`config.mk`:
```
export PLATFORM = sky130hd
export DESIGN_NAME = ldst_regoff_unit
export DESIGN_NICKNAME = d
export VERILOG_FILES = /design/src/rtl/ldst_pkg.sv /design/src/rtl/ldst_agu.sv /design/src/rtl/ldst_rules.sv /design/src/rtl/ldst_store_lanes.sv /design/src/rtl/ldst_load_extend.sv /design/src/rtl/ldst_regoff_unit.sv
export SDC_FILE = /design/constraint.sdc
export NUM_CORES = 1
export LEC_CHECK = 0
export ABC_AREA = 1
export ABC_CLOCK_PERIOD_IN_PS = 1600
export BUFFER_PORTS_ARGS = -buffer_cell sky130_fd_sc_hd__buf_2
export CAP_MARGIN = 10
export CELL_PAD_IN_SITES_DETAIL_PLACEMENT = 0
export CELL_PAD_IN_SITES_GLOBAL_PLACEMENT = 1
export CORE_AREA = 2 2 168 170
export DETAILED_ROUTE_END_ITERATION = 16
export DIE_AREA = 0 0 170 172
export PLACE_DENSITY_LB_ADDON = 0.1
export RECOVER_POWER = 25
export REMOVE_ABC_BUFFERS = 1
export SYNTH_ARGS = -nofsm -noshare
export SYNTH_HDL_FRONTEND = slang
export SYNTH_SLANG_ARGS = --single-unit
```
`constraint.sdc`:
```
create_clock -name clk -period 1.6 [get_ports clk]
set_input_delay 0.32 -clock clk [delete_from_list [all_inputs] [get_ports clk]]
set_output_delay 0.32 -clock clk [all_outputs]
set_load 0.01 [all_outputs]
```
`src/rtl/ldst_pkg.sv`:
```
package ldst_pkg;

   typedef enum logic [2:0] {
      SZ_UB = 3'd0,
      SZ_SB = 3'd1,
      SZ_UH = 3'd2,
      SZ_SH = 3'd3,
      SZ_W  = 3'd4
   } acc_size_e;

   typedef enum logic [1:0] {
      ST_IDLE = 2'd0,
      ST_REQ  = 2'd1,
      ST_WAIT = 2'd2,
      ST_DONE = 2'd3
   } ldst_state_e;

   function automatic logic size_is_half(input logic [2:0] s);
      return (s == SZ_UH) || (s == SZ_SH);
   endfunction

   function automatic logic size_is_byte(input logic [2:0] s);
      return (s == SZ_UB) || (s == SZ_SB);
   endfunction

   function automatic logic size_is_signed(input logic [2:0] s);
      return (s == SZ_SB) || (s == SZ_SH);
   endfunction

endpackage

```
`src/rtl/ldst_agu.sv`:
```
module ldst_agu
   import ldst_pkg::*;
#(
   parameter int XLEN    = 32,
   parameter int SHIFT_W = 2
) (
   input  logic [XLEN-1:0]    base_val,
   input  logic [XLEN-1:0]    off_val,
   input  logic [SHIFT_W-1:0] shift,
   input  logic [2:0]         size,
   output logic [XLEN-1:0]    ea,
   output logic               misaligned
);
   always_comb begin
      ea         = base_val + (off_val << shift);
      misaligned = (size_is_half(size) && ea[0]) ||
                   ((size == SZ_W) && (ea[1:0] != 2'b00));
   end
endmodule

```
`src/rtl/ldst_rules.sv`:
```
module ldst_rules
   import ldst_pkg::*;
#(
   parameter int IDX_W  = 4,
   parameter int SP_IDX = 13,
   parameter int PC_IDX = 15
) (
   input  logic             is_load,
   input  logic [2:0]       size,
   input  logic [IDX_W-1:0] rn_idx,
   input  logic [IDX_W-1:0] rm_idx,
   input  logic [IDX_W-1:0] rt_idx,
   input  logic             in_cond,
   input  logic             cond_last,
   output logic             illegal,
   output logic             pc_load
);
   localparam logic [IDX_W-1:0] SP = IDX_W'(SP_IDX);
   localparam logic [IDX_W-1:0] PC = IDX_W'(PC_IDX);

   logic word, bad_size, bad_base, bad_off, bad_rt, bad_cond;

   always_comb begin
      word     = (size == SZ_W);
      pc_load  = is_load && word && (rt_idx == PC);
      bad_size = (size > SZ_W) || (!is_load && size_is_signed(size));
      bad_base = (rn_idx == PC);
      bad_off  = (rm_idx == SP) || (rm_idx == PC);
      bad_rt   = ((rt_idx == SP) && !word) ||
                 ((rt_idx == PC) && !(is_load && word));
      bad_cond = pc_load && in_cond && !cond_last;
      illegal  = bad_size || bad_base || bad_off || bad_rt || bad_cond;
   end
endmodule

```
`src/rtl/ldst_store_lanes.sv`:
```
module ldst_store_lanes
   import ldst_pkg::*;
#(
   parameter int XLEN = 32
) (
   input  logic [2:0]          size,
   input  logic [XLEN-1:0]     addr,
   input  logic [XLEN-1:0]     sdata,
   output logic [XLEN/8-1:0]   be,
   output logic [XLEN-1:0]     wdata
);
   localparam int LANES  = XLEN / 8;
   localparam int LANE_W = $clog2(LANES);

   always_comb begin
      if (size_is_byte(size))      wdata = {LANES{sdata[7:0]}};
      else if (size_is_half(size)) wdata = {(LANES/2){sdata[15:0]}};
      else                         wdata = sdata;
   end

   for (genvar i = 0; i < LANES; i++) begin : g_lane
      localparam logic [LANE_W-1:0] LID = LANE_W'(i);
      assign be[i] = (size == SZ_W) ||
                     (size_is_half(size) && (addr[LANE_W-1:1] == LID[LANE_W-1:1])) ||
                     (size_is_byte(size) && (addr[LANE_W-1:0] == LID));
   end
endmodule

```
`src/rtl/ldst_load_extend.sv`:
```
module ldst_load_extend
   import ldst_pkg::*;
#(
   parameter int XLEN = 32
) (
   input  logic [2:0]      size,
   input  logic [1:0]      lane,
   input  logic [XLEN-1:0] rdata,
   output logic [XLEN-1:0] ext
);
   logic [XLEN-1:0] sh_b, sh_h;

   always_comb begin
      sh_b = rdata >> {lane, 3'b000};
      sh_h = rdata >> {lane[1], 4'b0000};
      case (size)
         SZ_UB:   ext = {{(XLEN-8){1'b0}}, sh_b[7:0]};
         SZ_SB:   ext = {{(XLEN-8){sh_b[7]}}, sh_b[7:0]};
         SZ_UH:   ext = {{(XLEN-16){1'b0}}, sh_h[15:0]};
         SZ_SH:   ext = {{(XLEN-16){sh_h[15]}}, sh_h[15:0]};
         default: ext = rdata;
      endcase
   end
endmodule

```
`src/rtl/ldst_regoff_unit.sv`:
```
module ldst_regoff_unit
   import ldst_pkg::*;
#(
   parameter int XLEN      = 32,
   parameter int IDX_W     = 4,
   parameter int SP_IDX    = 13,
   parameter int PC_IDX    = 15,
   parameter int MAX_SHIFT = 3,
   localparam int SHIFT_W  = $clog2(MAX_SHIFT + 1),
   localparam int BE_W     = XLEN / 8
) (
   input  logic               clk,
   input  logic               rst_n,
   input  logic               op_valid,
   output logic               op_ready,
   input  logic               op_is_load,
   input  logic [2:0]         op_size,
   input  logic [IDX_W-1:0]   op_rn_idx,
   input  logic [XLEN-1:0]    op_rn_val,
   input  logic [IDX_W-1:0]   op_rm_idx,
   input  logic [XLEN-1:0]    op_rm_val,
   input  logic [SHIFT_W-1:0] op_shift,
   input  logic [IDX_W-1:0]   op_rt_idx,
   input  logic [XLEN-1:0]    op_store_data,
   input  logic               op_in_cond,
   input  logic               op_cond_last,
   output logic               mem_req_valid,
   input  logic               mem_req_ready,
   output logic               mem_we,
   output logic [XLEN-1:0]    mem_addr,
   output logic [XLEN-1:0]    mem_wdata,
   output logic [BE_W-1:0]    mem_be,
   input  logic               mem_rsp_valid,
   input  logic [XLEN-1:0]    mem_rdata,
   output logic               done,
   output logic               done_wb,
   output logic [IDX_W-1:0]   done_rt,
   output logic [XLEN-1:0]    done_data,
   output logic               branch_valid,
   output logic [XLEN-1:0]    branch_target,
   output logic               fault_illegal,
   output logic               fault_align,
   output logic               fault_exec
);
   if (XLEN != 32) begin : g_bad_xlen
      $error("ldst_regoff_unit: XLEN must be 32");
   end
   if (MAX_SHIFT != (1 << SHIFT_W) - 1) begin : g_bad_shift
      $error("ldst_regoff_unit: MAX_SHIFT must be a power of two minus one");
   end
   if (SP_IDX >= (1 << IDX_W) || PC_IDX >= (1 << IDX_W)) begin : g_bad_idx
      $error("ldst_regoff_unit: special register index out of range");
   end

   logic [XLEN-1:0] ea, lane_wdata, ext;
   logic [BE_W-1:0] lane_be;
   logic            misaligned, illegal, pc_load;

   ldst_agu #(.XLEN(XLEN), .SHIFT_W(SHIFT_W)) u_agu (
      .base_val(op_rn_val), .off_val(op_rm_val), .shift(op_shift),
      .size(op_size), .ea(ea), .misaligned(misaligned)
   );

   ldst_rules #(.IDX_W(IDX_W), .SP_IDX(SP_IDX), .PC_IDX(PC_IDX)) u_rules (
      .is_load(op_is_load), .size(op_size), .rn_idx(op_rn_idx),
      .rm_idx(op_rm_idx), .rt_idx(op_rt_idx), .in_cond(op_in_cond),
      .cond_last(op_cond_last), .illegal(illegal), .pc_load(pc_load)
   );

   ldst_store_lanes #(.XLEN(XLEN)) u_lanes (
      .size(op_size), .addr(ea), .sdata(op_store_data),
      .be(lane_be), .wdata(lane_wdata)
   );

   ldst_state_e      state;
   logic             r_load, r_ill, r_al, r_pc;
   logic [2:0]       r_size;
   logic [IDX_W-1:0] r_rt;
   logic [XLEN-1:0]  r_addr, r_wdata, r_rdata;
   logic [BE_W-1:0]  r_be;

   always_ff @(posedge clk or negedge rst_n) begin
      if (!rst_n) begin
         state   <= ST_IDLE;
         r_load  <= 1'b0;
         r_ill   <= 1'b0;
         r_al    <= 1'b0;
         r_pc    <= 1'b0;
         r_size  <= '0;
         r_rt    <= '0;
         r_addr  <= '0;
         r_wdata <= '0;
         r_rdata <= '0;
         r_be    <= '0;
      end else begin
         case (state)
            ST_IDLE: if (op_valid) begin
               r_load  <= op_is_load;
               r_size  <= op_size;
               r_rt    <= op_rt_idx;
               r_addr  <= ea;
               r_wdata <= lane_wdata;
               r_be    <= lane_be;
               r_pc    <= pc_load;
               r_ill   <= illegal;
               r_al    <= !illegal && misaligned;
               r_rdata <= '0;
               state   <= (illegal || misaligned) ? ST_DONE : ST_REQ;
            end
            ST_REQ: if (mem_req_ready) state <= r_load ? ST_WAIT : ST_DONE;
            ST_WAIT: if (mem_rsp_valid) begin
               r_rdata <= mem_rdata;
               state   <= ST_DONE;
            end
            default: state <= ST_IDLE;
         endcase
      end
   end

   ldst_load_extend #(.XLEN(XLEN)) u_ext (
      .size(r_size), .lane(r_addr[1:0]), .rdata(r_rdata), .ext(ext)
   );

   logic ok_load;

   always_comb begin
      op_ready      = (state == ST_IDLE);
      mem_req_valid = (state == ST_REQ);
      mem_we        = !r_load;
      mem_addr      = r_addr;
      mem_wdata     = r_wdata;
      mem_be        = r_be;
      done          = (state == ST_DONE);
      ok_load       = done && r_load && !r_ill && !r_al;
      done_wb       = ok_load && !r_pc;
      done_rt       = r_rt;
      done_data     = ext;
      branch_valid  = ok_load && r_pc && r_rdata[0];
      branch_target = {r_rdata[XLEN-1:1], 1'b0};
      fault_exec    = ok_load && r_pc && !r_rdata[0];
      fault_illegal = done && r_ill;
      fault_align   = done && r_al;
   end
endmodule

```
==> impl_metrics.env, run 1 <==
export IMPL_rows=61
export IMPL_worstHoldStart="op_rt_idx[3]"
export IMPL_finClkSkew_ps=7.050
export IMPL_r2r_start="state[1]"
export IMPL_routed_via_density=4.837
export IMPL_num_vias=10134
export IMPL_core_area_mm2=0.02748
export IMPL_gp_congestion=0.8070
export IMPL_whs_ps=127.0
export IMPL_ys_types=43
export IMPL_drive_above_1_share=0.5878
export IMPL_clk_pin_slew_worst_paths_ps=60
export IMPL_crit_required_ps=1280
export IMPL_design_portCount=298
export IMPL_grt_pass1_vias=9692
export IMPL_crit_path_end_kind="output port"
export IMPL_wl_um=36700
export IMPL_grt_util_met1=0.2756
export IMPL_hold_depth=3
export IMPL_grt_busiest_layer="met2"
export IMPL_dp_hpwl_um=24600
export IMPL_fp_dieH_um=172
export IMPL_crit_type="register to output port"
export IMPL_rsz0062_at_grt="true"
export IMPL_final_cell_area_mm2=0.01581
export IMPL_overflow=0
export IMPL_period_minus_slack_ps=2263
export IMPL_synth_area_mm2=0.008615
export IMPL_r2r_slack_ps=-290
export IMPL_syn2layout_area_growth_pct=83.50
export IMPL_grt_pass1_wl_um=51590
export IMPL_clk_path_buf_depth=2
export IMPL_cellLeakagePower_nw=8.004
export IMPL_post_route_period_util=1.415
export IMPL_peakVddDrop_v=0.0009942
export IMPL_ant_nets=0
export IMPL_holdPathEnd="done_rt[3]"
export IMPL_antenna_found_initial=0
export IMPL_fmax_mhz=441.8
export IMPL_post_dp_cell_area_mm2=0.01117
export IMPL_root_buffer="clkbuf_16"
export IMPL_reg2reg_to="r_rdata[25]"
export IMPL_critPathMaxFanout=6
export IMPL_p_per_area_mw_per_mm2=1573
export IMPL_num_fill_cells=2530
export IMPL_dr_first_iter_drc_count=417
export IMPL_drv_cap=0
export IMPL_htree_num_levels=4
export IMPL_port_buffers=295
export IMPL_clock_sinks=113
export IMPL_failed_checks="negative setup slack"
export IMPL_ys_ff_latch=113
export IMPL_ff2ff_path_depth=12
export IMPL_synth_seq_area_share=0.3282
export IMPL_final_common_cell="buf_2"
export IMPL_cts_tree="built"
export IMPL_drc_errors=0
export IMPL_hold_viol=0
export IMPL_cts_buffers_inserted=17
export IMPL_firstDrtPassIters=5
export IMPL_die_w_um=170
export IMPL_slew_viol_final=0
export IMPL_worst_setup_path_start_kind="register"
export IMPL_hp_class="input port to register"
export IMPL_final_nets=1925
export IMPL_finalPower_mw=24.86
export IMPL_ys_warn_count=0
export IMPL_clk_latency_ps=420
export IMPL_grtUsageMet2=0.4220
export IMPL_final_cell_mix="buf_2, nand2_1, inv_1"
export IMPL_gr_usage_met3=0.03182
export IMPL_relSlewSlack=0.3614
export IMPL_setup_slack_ps=-663.2
export IMPL_syn_inst=1271
export IMPL_fin_util=0.5753
export IMPL_grtUsageTotal=0.2260
export IMPL_syn_mean_instance_area_um2=6.778
export IMPL_setup_viol=154
export IMPL_status="complete, but fails checks"
export IMPL_start_util=0.3135
export IMPL_cp_arrival_ps=1940
export IMPL_wl_per_cell_um=17.52
export IMPL_tightest_slew_ps=957.9
export IMPL_grt_max_degree=34
export IMPL_die_area_mm2=0.02924
export IMPL_insertedDiodeCount=0
[through the flow]
step	std cells	TNS [ps]	setup WS, ps
global placement	1955	-38420	-965.1
detailed placement	1955	-40240	-1001
floorplan	1191	-150470	-1745
finish	2095	-46160	-663.2
CTS	2046	-31680	-635.4
global route	2095	-57030	-743.7
[critical path, cell delays in order, from the launching register on]
cell       delay, ps
dfrtp_2          460
nand2_2           80
o21a_1           120
nor2_1            50
a31oi_2          220
nand2_2          110
nand3_4          120
clkbuf_16        170
o21ai_2           50
buf_2            130
[cell usage after synthesis (all sizes together)]
cell    number  area (um2)
nor2        86       330.3
or2          4       25.03
o21a         1       7.510
nor4         1       6.260
nand2      389        1463
a21o         1       7.510
dfrtp      113        2828
nand2b       1       6.260
conb         1       3.750
o22ai        3       18.77
buf         52       351.6
o21bai       3       22.52
nand4        3       18.77
clkbuf      28       105.1
xor2         1       8.760
o21ai      100       538.0
nor3         4       20.02
ha          35       437.9
inv        187       701.9
o211ai       5       37.54
mux2i       50       500.5
fa           1       20.02
o41ai        1       8.760
a22oi        8       80.08
nand3b       4       30.03
xnor2       13       113.9
o221ai       4       35.03
a211oi       1       7.510
a21oi       68       340.3
a31oi       13       81.33
nand3       89       450.4
o311ai       1       8.760
[sequential cells by signal, summed over array words and instances (netlist names)]
name       flops
mem_addr      32
mem_wdata     32
r_rdata       32
done_rt        4
mem_be         4
r_size         3
state          2
r_al           1
r_ill          1
r_load         1
r_pc           1
[worst max path at each step]
stage,to,startpoint,slack (ps),cells after the start
floorplan,mem_be[2],state[0],-1750,6
global placement,mem_addr[23],op_shift[0],-970,16
detailed placement,mem_addr[22],op_shift[0],-1000,16
CTS,done_data[15],mem_addr[1],-640,8
global route,done_data[15],mem_addr[1],-740,8
finish,done_data[20],mem_addr[1],-660,9
[layout make-up]
cell class,count,area [um2],area share
Clock buffer,17,425.4,0.02691
Timing Repair Buffer,524,4130,0.2613
Tap cell,346,432.9,0.02739
Multi-Input combinational cell,892,7013,0.4436
Clock inverter,15,185.2,0.01171
Sequential cell,113,2830,0.1790
Timing Repair inverter,1,16.27,0.001029
Inverter,187,774.5,0.04899
[repair_timing]
item,CTS,global route
hold endpoints to repair,28,0
setup endpoints to repair,132,153
resized for setup,422,375
gates cloned,8,19
buffers inserted,54,43
hold buffers,1,0
pin swaps,128,130
[power breakdown]
group	internal [mW]	switching, mW
combinational	7.32	8.53
clock	2.46	1.54
sequential	4.16	0.860
total	13.9	10.9
[per-layer routing]
metal	vias up	share of wire
met3	35	0.041
met1	4855	0.42
met5	-	0
met2	248	0.53
li1	4996	-
met4	0	0.014
[kinds of logic (layout without fill, tap and decap cells)]
family / after synthesis / in the layout / synth area share
DFF: 113 / 113 / 0.3282
buffers and inverters: 267 / 744 / 0.1345
AOI/OAI and AO/OA: 209 / 209 / 0.1386
adders and majority gates: 36 / 36 / 0.05316
and+or+nand+nor: 581 / 582 / 0.2728
other: 1 / 1 / 0.0004353
xor gates and xnor gates: 14 / 14 / 0.01423
muxes: 50 / 50 / 0.05810
No activity file was read; power rests on OpenSTA's default activity.
==> run 2: changes to the inputs <==
==> constraint.sdc (replaced) <==
create_clock -name clk -period 1.6 [get_ports clk]
set_input_delay 0.32 -clock clk [delete_from_list [all_inputs] [get_ports clk]]
set_output_delay 0.32 -clock clk [all_outputs]
set_load 0.005 [all_outputs]
==> run 2 against run 1 <==
Effect of this change: the run still ends with negative setup slack left; combinational power decreased by 9%; register-to-register slack improved by 230 ps; global-route usage increased by 0.067 points; worst hold slack got worse by 12 ps.
==> impl_metrics.env, run 2 (same netlist as run 1, synthesis figures left out) <==
export IMPL_status="complete, but fails checks"
export IMPL_failed_checks="negative setup slack"
export IMPL_tns_ps=-30810
export IMPL_peakVddDrop_v=0.0008647
export IMPL_final_common_cell="buf_2"
export IMPL_seq_power_share=0.218
export IMPL_die_area_mm2=0.02924
export IMPL_fp_dieH_um=172
export IMPL_post_dp_cell_area_mm2=0.01117
export IMPL_die_w_um=170
export IMPL_routed_wl_met2_um=18630
export IMPL_period_minus_slack_ps=2243
export IMPL_htree_num_levels=4
export IMPL_critPathMaxFanout=6
export IMPL_clk_latency_ps=410
export IMPL_drive_above_1_share=0.5726
export IMPL_combPwrFrac=0.621
export IMPL_setup_viol=109
export IMPL_clk_path_buf_depth=2
export IMPL_r2r_slack_ps=-60
export IMPL_wl_um=36040
export IMPL_post_route_period_util=1.402
export IMPL_core_area_mm2=0.02748
export IMPL_firstDrtPassIters=5
export IMPL_routed_via_density=4.809
export IMPL_wl_per_cell_um=17.37
export IMPL_overflow=0
export IMPL_top_layer="met5"
export IMPL_swShare=0.4311
export IMPL_ff2ff_path_depth=11
export IMPL_port_buffers=295
export IMPL_worst_setup_path_start_kind="register"
export IMPL_final_nets=1905
export IMPL_clock_sinks=113
export IMPL_rows=61
export IMPL_rsz0062_at_grt="true"
export IMPL_pwr_share_clk=0.160
export IMPL_wl_met1_um=14960
export IMPL_antenna_found_initial=1
export IMPL_relSlewSlack=0.3862
export IMPL_clk_pin_slew_worst_paths_ps=60
export IMPL_r2r_start="state[1]"
export IMPL_drv_cap=0
export IMPL_reg2reg_to="r_rdata[29]"
export IMPL_final_cell_mix="buf_2, nand2_1, inv_1"
export IMPL_slew_viol_final=0
export IMPL_p_int_mw=13.07
export IMPL_num_vias=9978
export IMPL_seq_area_mm2=0.002831
export IMPL_gp_congestion=0.8238
export IMPL_syn2layout_area_growth_pct=77.39
export IMPL_insertedDiodeCount=0
export IMPL_grt_pass1_vias=9681
export IMPL_grtUsageTotal=0.2266
export IMPL_cts_tree="built"
export IMPL_cts_buffers_inserted=17
export IMPL_hp_class="input port to register"
export IMPL_crit_path_end_kind="output port"
export IMPL_tightest_slew_ps=920.7
export IMPL_finalPower_mw=22.97
export IMPL_crit_type="register to output port"
export IMPL_final_cell_area_mm2=0.01528
export IMPL_root_buffer="clkbuf_16"
export IMPL_num_fill_cells=2593
export IMPL_setup_slack_ps=-643.2
export IMPL_p_switching_mw=9.904
export IMPL_dr_first_iter_drc_count=444
export IMPL_cp_arrival_ps=1920
export IMPL_fmax_mhz=445.8
export IMPL_grt_pass1_wl_um=51560
export IMPL_design_portCount=298
export IMPL_finClkSkew_ps=7.411
export IMPL_holdPathEnd="done_rt[2]"
export IMPL_drc_errors=0
export IMPL_crit_required_ps=1280
export IMPL_p_per_area_mw_per_mm2=1503
export IMPL_dp_hpwl_um=24480
export IMPL_cellLeakagePower_nw=7.759
export IMPL_multi_input_area_mm2=0.006875
export IMPL_ant_nets=0
export IMPL_hold_viol=0
export IMPL_worstHoldStart="op_rt_idx[2]"
export IMPL_grt_max_degree=55
export IMPL_met3_length_um=1634
export IMPL_pre_cts_slack_ps=-1018
export IMPL_start_util=0.3135
export IMPL_hold_depth=3
## run 2: changes by cell type in the layout (fill, tap and decap cells not counted), moves of 6 or more
cell and delta:
a21oi_1 +9, mux2i_4 +6, nand2_4 -11, nand3_2 -12, a21oi_4 -9, nand2_1 +17
buf_6 -9, buf_12 -6, o21ai_2 +18, o21ai_1 -21, clkbuf_16 -7, nand3_1 +16
## run 2: how the worst max path moves through the flow
stage           startpoint  slack, ps            end  depth (start not counted)
2_1_floorplan     state[0]      -1720      mem_be[2]                          6
3_3_place_gp   op_shift[0]       -980   mem_addr[27]                         14
3_5_place_dp   op_shift[0]      -1020   mem_addr[22]                         16
4_1_cts        mem_addr[1]       -600  done_data[19]                          9
5_1_grt        mem_addr[1]       -720  done_data[22]                          7
6_report       mem_addr[1]       -640  done_data[23]                          7
## run 2: cell type report
class | instances | share of cell area
Clock inverter | 15 | 0.008843
Sequential cell | 113 | 0.1853
Inverter | 187 | 0.05011
Timing Repair Buffer | 506 | 0.2497
Multi-Input combinational cell | 891 | 0.4499
Tap cell | 346 | 0.02833
Clock buffer | 17 | 0.02784
## run 2: critical path, stage by stage (launching register included)
cell and delay [ps]:
dfrtp_2 450, o21a_1 230, or2_1 250, nand2_2 90
nand3_4 110, buf_4 160, o21ai_2 70, buf_2 150
## run 2: what timing repair did
item / in CTS / in global routing
buffers inserted: 50 / 35
hold buffers: 1 / 0
gates cloned: 12 / 8
pin swaps: 105 / 146
hold endpoints to repair: 113 / 0
setup endpoints to repair: 126 / 151
gates resized for setup: 426 / 309
## run 2: through the flow
stage          instances  utilization  hold slack, ps
6_report            2075       0.5561           114.9
5_1_grt             2075       0.5561           106.3
4_1_cts             2045       0.5006           101.6
3_3_place_gp        1954       0.4064           351.5
2_1_floorplan       1191            -           24.41
3_5_place_dp        1954       0.4064           344.7
## run 2: power by group through the flow
stage,clock [mW],sequential (mW),combinational [mW]
final,3.68,5.02,14.3
after global routing,3.92,5.19,15.5
after CTS,3.77,4.98,13.0
after detailed placement,0,4.98,9.72
after global placement,0,4.96,9.69
after floorplan,0,5.09,4.37
## run 2: layer usage
layer / track usage / vias up
met5: 0 / -
li1: - / 4957
met4: 0.05723 / 2
met3: 0.03822 / 44
met1: 0.2700 / 4721
met2: 0.4227 / 254
==> run 3: changes to the inputs <==
--- a/config.mk
+++ b/config.mk
@@ -11,9 +11,10 @@
 export CAP_MARGIN = 10
 export CELL_PAD_IN_SITES_DETAIL_PLACEMENT = 0
 export CELL_PAD_IN_SITES_GLOBAL_PLACEMENT = 1
-export CORE_AREA = 2 2 168 170
+export CORE_AREA = 10 10 184 169
 export DETAILED_ROUTE_END_ITERATION = 16
-export DIE_AREA = 0 0 170 172
+export DIE_AREA = 0 0 194 179
+export HOLD_SLACK_MARGIN = 0.05
 export PLACE_DENSITY_LB_ADDON = 0.1
 export RECOVER_POWER = 25
 export REMOVE_ABC_BUFFERS = 1
==> run 3 against run 2 <==
Effect of this change: the flow still finishes with violations (negative setup slack); final cell count rose by 1.3%; via count rose by 1.3%; global-route usage fell by 2.4 points; cell area rose by 1.8%; core utilization rose by 1.1 points; critical path depth rose by 2; non-clock buffer count rose by 11; wire length rose by 10%; sequential share of layout area fell by 0.34 points; largest cell class unchanged; highest routed layer is now met4.
==> impl_metrics.env, run 3 (same netlist as run 1, synthesis figures left out) <==
export IMPL_path_cells="nand2_1 > o21a_1 > nor2_1 > a31oi_2 > nand2_1 > nand3_4 > clkbuf_16 > o21ai_2 > buf_2"
export IMPL_wl_per_cell_um=18.90
export IMPL_relSlewSlack=0.4741
export IMPL_design_portCount=298
export IMPL_final_cell_mix="buf_2, nand2_1, inv_1"
export IMPL_cts_tree="built"
export IMPL_post_dp_cell_area_mm2=0.01122
export IMPL_finClkSkew_ps=10.60
export IMPL_root_buffer="clkbuf_16"
export IMPL_r2r_start="state[1]"
export IMPL_dp_hpwl_um=27360
export IMPL_r2r_slack_ps=-360
export IMPL_swShare=0.4388
export IMPL_final_nets=1918
export IMPL_seq_power_share=0.213
export IMPL_grt_pass1_vias=10020
export IMPL_placed_cells=1977
export IMPL_crit_type="register to output port"
export IMPL_die_area_mm2=0.03473
export IMPL_core_area_mm2=0.02743
export IMPL_drive_above_1_share=0.5838
export IMPL_combPwrFrac=0.619
export IMPL_clk_pin_slew_worst_paths_ps=70
export IMPL_firstDrtPassIters=4
export IMPL_p_per_area_mw_per_mm2=1532
export IMPL_worstHoldStart="op_rt_idx[3]"
export IMPL_drc_errors=0
export IMPL_num_fill_cells=2599
export IMPL_final_common_cell="buf_2"
export IMPL_port_buffers=295
export IMPL_setup_viol=153
export IMPL_cellLeakagePower_nw=7.848
export IMPL_worst_setup_path_start_kind="register"
export IMPL_insertedDiodeCount=0
export IMPL_finalPower_mw=23.83
export IMPL_die_w_um=194
export IMPL_num_vias=10108
export IMPL_critPathMaxFanout=7
export IMPL_syn2layout_area_growth_pct=80.60
export IMPL_crit_path_end_kind="output port"
export IMPL_fin_util=0.5671
export IMPL_hold_viol=0
export IMPL_status="complete, but fails checks"
export IMPL_fin_cells=2102
export IMPL_ff2ff_path_depth=13
export IMPL_fmax_mhz=448.1
export IMPL_hp_class="input port to register"
export IMPL_routed_via_density=4.809
export IMPL_period_minus_slack_ps=2232
export IMPL_gp_congestion=0.8658
export IMPL_peakVddDrop_v=0.0009954
export IMPL_grtUsageTotal=0.2021
export IMPL_clock_sinks=113
export IMPL_tns_ps=-55580
export IMPL_slew_viol_final=0
export IMPL_pre_cts_slack_ps=-1096
export IMPL_overflow=0
export IMPL_dr_first_iter_drc_count=387
export IMPL_pwr_share_clk=0.168
export IMPL_ant_nets=0
export IMPL_failed_checks="negative setup slack"
export IMPL_drv_cap=0
export IMPL_clk_path_buf_depth=2
export IMPL_grt_pass1_wl_um=56340
export IMPL_tightest_slew_ps=788.9
export IMPL_wl_um=39730
export IMPL_rsz0062_at_grt="true"
export IMPL_cts_buffers_inserted=17
export IMPL_whs_ps=112.8
export IMPL_post_route_period_util=1.395
export IMPL_cp_slowest_cell="dfrtp_2"
export IMPL_reg2reg_to="r_rdata[7]"
export IMPL_fp_dieH_um=179
export IMPL_start_util=0.3140
export IMPL_clk_latency_ps=430
export IMPL_grt_max_degree=40
export IMPL_p_int_mw=13.37
export IMPL_holdPathEnd="done_rt[3]"
export IMPL_cpPeakStageDelay_ps=460
export IMPL_cp_arrival_ps=1910
export IMPL_path_common_cell="nand2_1"
export IMPL_crit_required_ps=1280
export IMPL_rows=58
export IMPL_setup_slack_ps=-631.6
export IMPL_final_cell_area_mm2=0.01556
export IMPL_hold_depth=3
export IMPL_htree_num_levels=4
export IMPL_p_switching_mw=10.46
export IMPL_antenna_found_initial=0
run 3: worst max-delay path: cells and delay by family (launching register included):
kind	cells	cell delay [ps]
AO/OA/AOI/OAI	3	360
buffers and inverters	2	310
flip-flops	1	460
AND/OR/NAND/NOR	4	370
run 3: layout make-up:
class / count / area, um2 / share of cell area
Clock buffer: 17 / 425.4 / 0.02734
Clock inverter: 15 / 157.7 / 0.01013
Inverter: 187 / 753.2 / 0.04842
Multi-Input combinational cell: 892 / 6919 / 0.4447
Sequential cell: 113 / 2830 / 0.1819
Tap cell: 360 / 450.4 / 0.02895
Timing Repair Buffer: 517 / 4013 / 0.2579
Timing Repair inverter: 1 / 8.758 / 0.0005630
run 3: power groups by stage:
stage	registers, mW	logic, mW	clock network (mW)
after floorplan	5.09	4.37	0
after global placement	4.97	9.73	0
after detailed placement	4.98	9.78	0
after CTS	4.99	11.4	4.07
after global routing	5.26	16.0	4.19
final	5.09	14.8	3.99
run 3: metal layers:
layer / routed length (um) / part of all wire / global-route usage
met2: 18630 / 0.47 / 0.3211
met5: 0 / 0 / 0
met4: 416 / 0.010 / 0.03619
met3: 2145 / 0.054 / 0.04805
met1: 18540 / 0.47 / 0.2764
run 3: repair_timing:
action | 4_1_cts | 5_1_grt
gates cloned | 4 | 20
setup buffers | 41 | 37
hold endpoints to repair | 17 | 0
hold buffers | 1 | 0
pin swaps | 123 | 170
setup endpoints to repair | 101 | 148
gates resized for setup | 381 | 399
run 3: how the worst max path moves through the flow:
stage | start | endpoint | slack [ps] | cells past startpoint
global route | mem_addr[1] | done_data[29] | -760 | 9
global placement | op_shift[0] | mem_addr[30] | -1060 | 19
CTS | mem_addr[1] | done_data[27] | -670 | 9
finish | mem_addr[1] | done_data[16] | -630 | 9
floorplan | state[0] | mem_be[2] | -1720 | 6
detailed placement | op_shift[0] | mem_addr[22] | -1100 | 19
